--- src/rtl/cpa_pkg.sv ---
package cpa_pkg;

  typedef enum logic [1:0] {
    SEL_NONE = 2'b00,
    SEL_UP   = 2'b01,
    SEL_DN   = 2'b10
  } sel_e;

  // top two write-bus bits: {sign, overflow}
  function automatic logic ovf_pos(input logic [1:0] t);
    return t == 2'b01;
  endfunction

  function automatic logic ovf_neg(input logic [1:0] t);
    return t == 2'b10;
  endfunction

endpackage

--- src/rtl/cpa_cell_bank.sv ---
module cpa_cell_bank #(
  parameter int NCELL = 5
) (
  input  logic             clk,
  input  logic             rst,
  input  logic [NCELL-1:0] set_up,
  input  logic [NCELL-1:0] set_dn,
  input  logic [NCELL-1:0] take,
  output logic [NCELL-1:0] pend_up,
  output logic [NCELL-1:0] pend_dn
);

  for (genvar i = 0; i < NCELL; i++) begin : g_cell
    logic up_q, dn_q, nxt_up, nxt_dn;

    always_comb begin
      nxt_up = (up_q & ~take[i]) | set_up[i];
      nxt_dn = (dn_q & ~take[i]) | set_dn[i];
    end

    // opposing requests annihilate inside the cell
    always_ff @(posedge clk) begin
      if (rst) begin
        up_q <= 1'b0;
        dn_q <= 1'b0;
      end else begin
        up_q <= nxt_up & ~nxt_dn;
        dn_q <= nxt_dn & ~nxt_up;
      end
    end

    assign pend_up[i] = up_q;
    assign pend_dn[i] = dn_q;
  end

endmodule

--- src/rtl/cpa_prio_enc.sv ---
module cpa_prio_enc #(
  parameter int NCELL = 5,
  localparam int IW = (NCELL > 1) ? $clog2(NCELL) : 1
) (
  input  logic [NCELL-1:0] req,
  output logic [NCELL-1:0] grant,
  output logic [IW-1:0]    idx,
  output logic             any
);

  // lowest index wins
  assign grant = req & (~req + NCELL'(1));
  assign any   = |req;

  always_comb begin
    idx = '0;
    for (int i = NCELL - 1; i >= 0; i--) begin
      if (req[i]) idx = IW'(i);
    end
  end

endmodule

--- src/rtl/cpa_ovf_route.sv ---
module cpa_ovf_route
  import cpa_pkg::*;
#(
  parameter int NCELL     = 5,
  parameter int IDX_OVC   = 0,
  parameter int IDX_RTCHI = 1,
  parameter int IDX_RTCLO = 2,
  parameter int IDX_TMRA  = 3,
  parameter int IDX_TMRB  = 4,
  localparam int IW = (NCELL > 1) ? $clog2(NCELL) : 1
) (
  input  logic             clk,
  input  logic             rst,
  input  logic             tick,
  input  logic             retire,
  input  logic             ovchk,
  input  logic             sel_valid,
  input  logic [IW-1:0]    sel_idx,
  input  logic [1:0]       wb_top,
  output logic [NCELL-1:0] int_up,
  output logic [NCELL-1:0] int_dn,
  output logic             irq_tmra,
  output logic             irq_tmrb
);

  logic carry;
  assign carry = retire & sel_valid & ovf_pos(wb_top);

  always_comb begin
    int_up = '0;
    int_dn = '0;
    if (tick) begin
      int_up[IDX_RTCLO] = 1'b1;
      int_up[IDX_TMRA]  = 1'b1;
      int_up[IDX_TMRB]  = 1'b1;
    end
    if (carry && sel_idx == IW'(IDX_RTCLO)) int_up[IDX_RTCHI] = 1'b1;
    if (ovchk && ovf_pos(wb_top)) int_up[IDX_OVC] = 1'b1;
    if (ovchk && ovf_neg(wb_top)) int_dn[IDX_OVC] = 1'b1;
  end

  always_ff @(posedge clk) begin
    if (rst) begin
      irq_tmra <= 1'b0;
      irq_tmrb <= 1'b0;
    end else begin
      irq_tmra <= carry && sel_idx == IW'(IDX_TMRA);
      irq_tmrb <= carry && sel_idx == IW'(IDX_TMRB);
    end
  end

endmodule

--- src/rtl/ctr_prio_arbiter.sv ---
module ctr_prio_arbiter
  import cpa_pkg::*;
#(
  parameter int NCELL     = 5,
  parameter int DW        = 16,
  parameter int ADDR_BASE = 28,
  parameter int IDX_OVC   = 0,
  parameter int IDX_RTCHI = 1,
  parameter int IDX_RTCLO = 2,
  parameter int IDX_TMRA  = 3,
  parameter int IDX_TMRB  = 4,
  localparam int IW = (NCELL > 1) ? $clog2(NCELL) : 1
) (
  input  logic             clk,
  input  logic             rst,
  input  logic             tick,
  input  logic [NCELL-1:0] cnt_up,
  input  logic [NCELL-1:0] cnt_dn,
  input  logic             grab_n,
  input  logic             show_n,
  input  logic             done_n,
  input  logic             ovchk_n,
  input  logic [1:0]       wb_top,
  output logic [DW-1:0]    rbus,
  output logic             rbus_oe,
  output logic [1:0]       subseq,
  output logic             irq_tmra,
  output logic             irq_tmrb
);

  logic [NCELL-1:0] pend_up, pend_dn, int_up, int_dn, grant, take;
  logic [IW-1:0]    win_idx, idx_q;
  logic             win_any, sel_valid;
  sel_e             sel_q;

  assign sel_valid = sel_q != SEL_NONE;
  assign take      = grab_n ? '0 : grant;

  cpa_ovf_route #(
    .NCELL(NCELL), .IDX_OVC(IDX_OVC), .IDX_RTCHI(IDX_RTCHI),
    .IDX_RTCLO(IDX_RTCLO), .IDX_TMRA(IDX_TMRA), .IDX_TMRB(IDX_TMRB)
  ) u_ovf (
    .clk(clk), .rst(rst), .tick(tick), .retire(~done_n), .ovchk(~ovchk_n),
    .sel_valid(sel_valid), .sel_idx(idx_q), .wb_top(wb_top),
    .int_up(int_up), .int_dn(int_dn),
    .irq_tmra(irq_tmra), .irq_tmrb(irq_tmrb)
  );

  cpa_cell_bank #(.NCELL(NCELL)) u_cells (
    .clk(clk), .rst(rst),
    .set_up(cnt_up | int_up), .set_dn(cnt_dn | int_dn), .take(take),
    .pend_up(pend_up), .pend_dn(pend_dn)
  );

  cpa_prio_enc #(.NCELL(NCELL)) u_enc (
    .req(pend_up | pend_dn), .grant(grant), .idx(win_idx), .any(win_any)
  );

  always_ff @(posedge clk) begin
    if (rst) begin
      sel_q <= SEL_NONE;
      idx_q <= '0;
    end else if (!grab_n) begin
      idx_q <= win_idx;
      if (!win_any)                sel_q <= SEL_NONE;
      else if (|(grant & pend_up)) sel_q <= SEL_UP;
      else                         sel_q <= SEL_DN;
    end else if (!done_n) begin
      sel_q <= SEL_NONE;
    end
  end

  assign subseq  = sel_q;
  assign rbus_oe = ~show_n;
  assign rbus    = (!show_n && sel_valid) ? DW'(ADDR_BASE) + DW'(idx_q) : '0;

endmodule

--- config.mk ---
export PLATFORM = sky130hd
export DESIGN_NAME = ctr_prio_arbiter
export DESIGN_NICKNAME = d
export VERILOG_FILES = /design/src/rtl/cpa_pkg.sv /design/src/rtl/cpa_cell_bank.sv /design/src/rtl/cpa_prio_enc.sv /design/src/rtl/cpa_ovf_route.sv /design/src/rtl/ctr_prio_arbiter.sv
export SDC_FILE = /design/constraint.sdc
export NUM_CORES = 1
export LEC_CHECK = 0
export BUFFER_PORTS_ARGS = -buffer_cell sky130_fd_sc_hd__buf_4
export CORE_MARGIN = 1
export CORE_UTILIZATION = 36
export DETAILED_ROUTE_END_ITERATION = 16
export PLACE_DENSITY_LB_ADDON = 0.15
export SYNTH_ARGS = -nofsm -noshare
export SYNTH_HDL_FRONTEND = slang
export SYNTH_SLANG_ARGS = --single-unit
export TNS_END_PERCENT = 1
--- constraint.sdc ---
create_clock -name clk -period 1.9 [get_ports clk]
set_input_delay 0.19 -clock clk [delete_from_list [all_inputs] [get_ports clk]]
set_output_delay 0.19 -clock clk [all_outputs]
set_load 0.01 [all_outputs]
Word-level counts from Yosys, hierarchy flattened
Cells that the tools add are included.

Multiplexer cells: 15. Bitwise gates (word level): 56. Equality and inequality tests: 6. Add/sub/neg operators: 2. Reduce and logical (&&, ||, !) cells: 10.

Operators with widths (number): $and A1 B1 Y1 (22); $mux W3 (6); $not A1 Y1 (18); $and A5 B5 Y5 (2); $or A1 B1 Y1 (10); $or A5 B5 Y5 (2); $reduce_or A5 Y1 (2); $mux W2 (4); $add A5 B3 Y6 const A (1); $eq A3 B2 Y1 const B (2); $logic_and A1 B1 Y1 (6); $mux W6 (1); $add A5 B1 Y5 const B (1); $mux W5 (1); $not A5 Y5 (1); $or A5 B1 Y5 (1); $eq A3 B3 Y1 const B (1); $mux W1 (3); $eq A2 B1 Y1 const B (1); $eq A2 B2 Y1 const B (1); $ne A2 B2 Y1 const B (1); $reduce_bool A2 Y1 (1); $logic_not A1 Y1 (1).

Word-level logic and storage cells: 103. Input bits: 19. Output and inout bits: 21. Register bits: 17.

Depth between registers and ports, before layout
Word-level depth: 10. Gate-level depth with buffers: 5. Gate-level depth less buffers: 4.

Hierarchy
From an unflattened synthesis, not the netlist that was laid out.

Cell total of the unflattened synthesis: 146. Area total of the unflattened synthesis: 1295.0 um^2.

Modules (own cells, without submodules): cpa_cell_bank (instances 1, cells an instance 51, sequential area each 200.2 um^2, area an instance 568.0 um^2); ctr_prio_arbiter (instances 1, cells an instance 64, sequential area each 100.1 um^2, area an instance 471.7 um^2); cpa_ovf_route (instances 1, cells an instance 18, sequential area each 40.0 um^2, area an instance 182.7 um^2); cpa_prio_enc (instances 1, cells an instance 13, sequential area each 0.0 um^2, area an instance 72.6 um^2).

Worst setup path before layout
OpenSTA, ideal clock, no wires.

Path type: flip-flop to flip-flop. From: register u_cells.g_cell[2].up_q. To: register u_cells.g_cell[4].up_q. Clock period less this slack: 1.387 ns. Data required time: 1.784 ns. Setup time: 0.116 ns. Slack: 0.513 ns. Path buffers: 0. Arrival time: 1.271 ns. Cell stages (with the launch flop): 5. Cells stage by stage: dfxtp_1 > nor4_4 > nand3_2 > a211o_1 > and3b_1.

Cells in the longest elaborated chain, start to end: 10. Elaborated cells on any way between the ends: 12. Those cells by class: add/sub: 1; mux: 1; bitwise: 10.

RTL lines: start: declaration (line cpa_cell_bank.sv:14) `logic up_q, dn_q, nxt_up, nxt_dn;`; start signal: assignment (line cpa_cell_bank.sv:27) `up_q <= nxt_up & ~nxt_dn;`; $or A5 B5 Y5 (*) (line ctr_prio_arbiter.sv:56) `.req(pend_up | pend_dn), .grant(grant), .idx(win_idx), .any(win_any)`; $not A5 Y5 (*) (line cpa_prio_enc.sv:12) `assign grant = req & (~req + NCELL'(1));`; $add A5 B1 Y5 (*) (line cpa_prio_enc.sv:12); $and A5 B5 Y5 (*) (line cpa_prio_enc.sv:12); $mux W5 (*) (line ctr_prio_arbiter.sv:37) `assign take = grab_n ? '0 : grant;`; $not A1 Y1 (*) (line cpa_cell_bank.sv:17, cpa_cell_bank.sv:18); $and A1 B1 Y1 (line cpa_cell_bank.sv:18) `nxt_dn = (dn_q & ~take[i]) | set_dn[i];`; $or A1 B1 Y1 (line cpa_cell_bank.sv:18); $not A1 Y1 (line cpa_cell_bank.sv:27); $and A1 B1 Y1 (*) (line cpa_cell_bank.sv:27); end signal: assignment (line cpa_cell_bank.sv:27); end: declaration (line cpa_cell_bank.sv:14).

Every way passes the cells marked *; elsewhere a longest branch is shown, timed or not. A chain may end at the register's enable or synchronous reset.

Worst setup path after layout
Same ends and word-level chain as after synthesis.

==> flow_metrics.env <==
export IMPL_status="finished clean"
export IMPL_layout_setup_ws_ns=0.420
export IMPL_period_share_pct=77.9
export IMPL_hold_violations=0
export IMPL_rows=17
export IMPL_place_congestion=0.766
export IMPL_route_detailed_drc=0
export IMPL_end_kind="flop"
export IMPL_cap_violations=0
export IMPL_setup_viol=0
export IMPL_grt_max_degree=18
export IMPL_nets=149
export IMPL_rsz0062_at_grt="false"
export IMPL_cts_htree_levels=1
export IMPL_p_sw_uw=202
export IMPL_critPathKind="flop to flop"
export IMPL_cts_root_buf="clkbuf_4"
export IMPL_combPwrFrac_pct=20.8
export IMPL_ant_nets=0
export IMPL_ios=40
export IMPL_grt_pass1_vias=731
export IMPL_p_int_uw=531
export IMPL_arrival_ns=1.67
export IMPL_dp_hpwl_um=1390
export IMPL_syn_area_um2=887
export IMPL_max_vdd_ir_drop_uv=388
export IMPL_grt_pass1_wl_um=3030
export IMPL_routed_wl_um=1780
export IMPL_finalSetupTns_ns=0
export IMPL_core_area_mm2=0.00228
export IMPL_seq_power_share_pct=53.6
export IMPL_die_area_mm2=0.00267
export IMPL_postSynthCellCount=101
export IMPL_worstSetupStartpointType="flop"
export IMPL_slew_headroom_pct=67.1
export IMPL_ys_async_sr_fraction_pct=0
export IMPL_area_delta_synth_final_pct=23.4
export IMPL_cts_clk_slew_worst_paths_ns=0.10
export IMPL_hold_worst_slack_ns=0.143
export IMPL_synth_edf_count=0
export IMPL_cts_hold_buffers=0
export IMPL_viasPerCell=4.89
export IMPL_yosys_most_used_dff="dfxtp_1"
export IMPL_slew_violations=0
export IMPL_final_cells=157
export IMPL_cts_buffers=3
export IMPL_cts_path_max_buffers=2
export IMPL_p_clk_share_pct=25.6
export IMPL_p_sw_share_pct=27.5
export IMPL_synth_seq_cells=17
export IMPL_synth_seq_area_share_pct=38.4
export IMPL_synthDistinctLibCells=34
export IMPL_max_freq_mhz=675
export IMPL_worst_pin_slew_ns=0.489
export IMPL_hold_class="input pin to flop"
export IMPL_post_cts_resized=0
export IMPL_routedWlPerCell_um=11.3
export IMPL_post_place_ws_ns=0.426
export IMPL_postCtsSetupBuffers=0
export IMPL_start_util_pct=39.0
export IMPL_antenna_found_initial=0
export IMPL_p_leak_nw=0.496
export IMPL_cts_sinks=17
export IMPL_crit_required_ns=2.09
export IMPL_clkLatencyLatePin_ns=0.28
export IMPL_dieHeight_um=51.6
export IMPL_synth_avg_cell_area_um2=8.78
export IMPL_period_needed_ns=1.48
export IMPL_die_w_um=51.6
export IMPL_synth_warnings=0
export IMPL_drive_gt1_share_pct=27.9
export IMPL_crit_fanout=5
export IMPL_first_iter_violations=10
export IMPL_gr_total_overflow=0
export IMPL_skew_ns=0.00325
export IMPL_p_per_area_mw_per_mm2=669
export IMPL_grtUsageTotal_pct=15.2
export IMPL_cts_tree="yes"
export IMPL_dp_cells=153
export IMPL_vias=768
export IMPL_first_pass_iters=4
export IMPL_io_buffers=29
export IMPL_antennaDiodeCount=0
-- power groups by stage --
stage | Sequential (mW) | Clock (mW) | Combinational [mW]
2_1_floorplan | 0.398 | 0 | 0.112
3_3_place_gp | 0.400 | 0 | 0.150
3_5_place_dp | 0.401 | 0 | 0.153
4_1_cts | 0.393 | 0.201 | 0.153
5_1_grt | 0.396 | 0.213 | 0.170
6_report | 0.393 | 0.187 | 0.152
-- flip-flops by register name, summed over array words and instances (netlist names) --
name	count
u_ovf.irq_tmrb	1
idx_q	3
subseq	2
u_ovf.irq_tmra	1
u_cells.g_cell.dn_q	5
u_cells.g_cell.up_q	5
-- layout by cell type, fill, tap and decap left out, drive strengths merged, types with 2 or more instances in the layout --
cell type   n
a21oi       7
o31ai       2
conb       10
nor2       13
dfxtp      17
clkbuf      4
buf        29
nor3b       3
nand3       2
o21ai       2
and3b       4
nand2       4
and2        3
a211o       3
inv         2
nor3        9
nor4        3
-- layout make-up --
type                    instances  area [µm²]
multi-input cells              77         468
clock buffers                   4        26.3
flip-flops and latches         17         340
repair buffers                 29         218
fillers                       236        1180
inverters                       2        7.51
well taps                      28        35.0
-- Yosys cell counts, drive strengths merged (3+ instances only) --
cell type,instances,area (µm²)
a211o,3,27.5
a21oi,7,35.0
and2,3,18.8
and3b,4,35.0
buf,13,101
dfxtp,17,340
nand2,4,15.0
nor2,13,48.8
nor3,9,56.3
nor3b,3,22.5
nor4,3,33.8
-- critical path, stage by stage, from the launching register on --
cell and delay [ns]:
dfxtp_1 0.37, nor4_4 0.38, nand3_2 0.14, a211o_1 0.32
and3b_1 0.17
-- final timing paths --
kind	from	to	depth (start not counted)	slack, ns
max reg2reg	u_cells.g_cell[2].up_q	u_cells.g_cell[4].up_q	4	0.42
min	cnt_up[2]	u_cells.g_cell[2].dn_q	3	0.14
max	u_cells.g_cell[2].up_q	u_cells.g_cell[4].up_q	4	0.42
min reg2reg	subseq[1]	subseq[1]	2	0.48
-- cells by family (layout without fill, tap and decap cells) --
logic type	count (synthesis)	after routing	share of synthesized area (%)
buffers and inverters	16	35	12.7
other	1	10	0.423
AND/OR/NAND/NOR	46	46	31.6
flip-flops	17	17	38.4
AO/OA/AOI/OAI	21	21	16.9
-- metrics by stage --
stage	util, %	cell area (µm²)	power, mW
after floorplan	-	921	0.510
after global placement	46.9	1070	0.550
after detailed placement	46.9	1070	0.554
after CTS	48.1	1090	0.746
after global routing	48.1	1090	0.779
final	48.1	1090	0.733
-- per-layer routing --
metal	track usage [%]	vias up	part of all wire (%)
li1	-	405	-
met1	18.0	332	49
met2	25.8	29	44
met3	2.63	2	6.0
met4	8.11	0	0.67
met5	0	-	0
No activity file was read; power rests on OpenSTA's default activity.
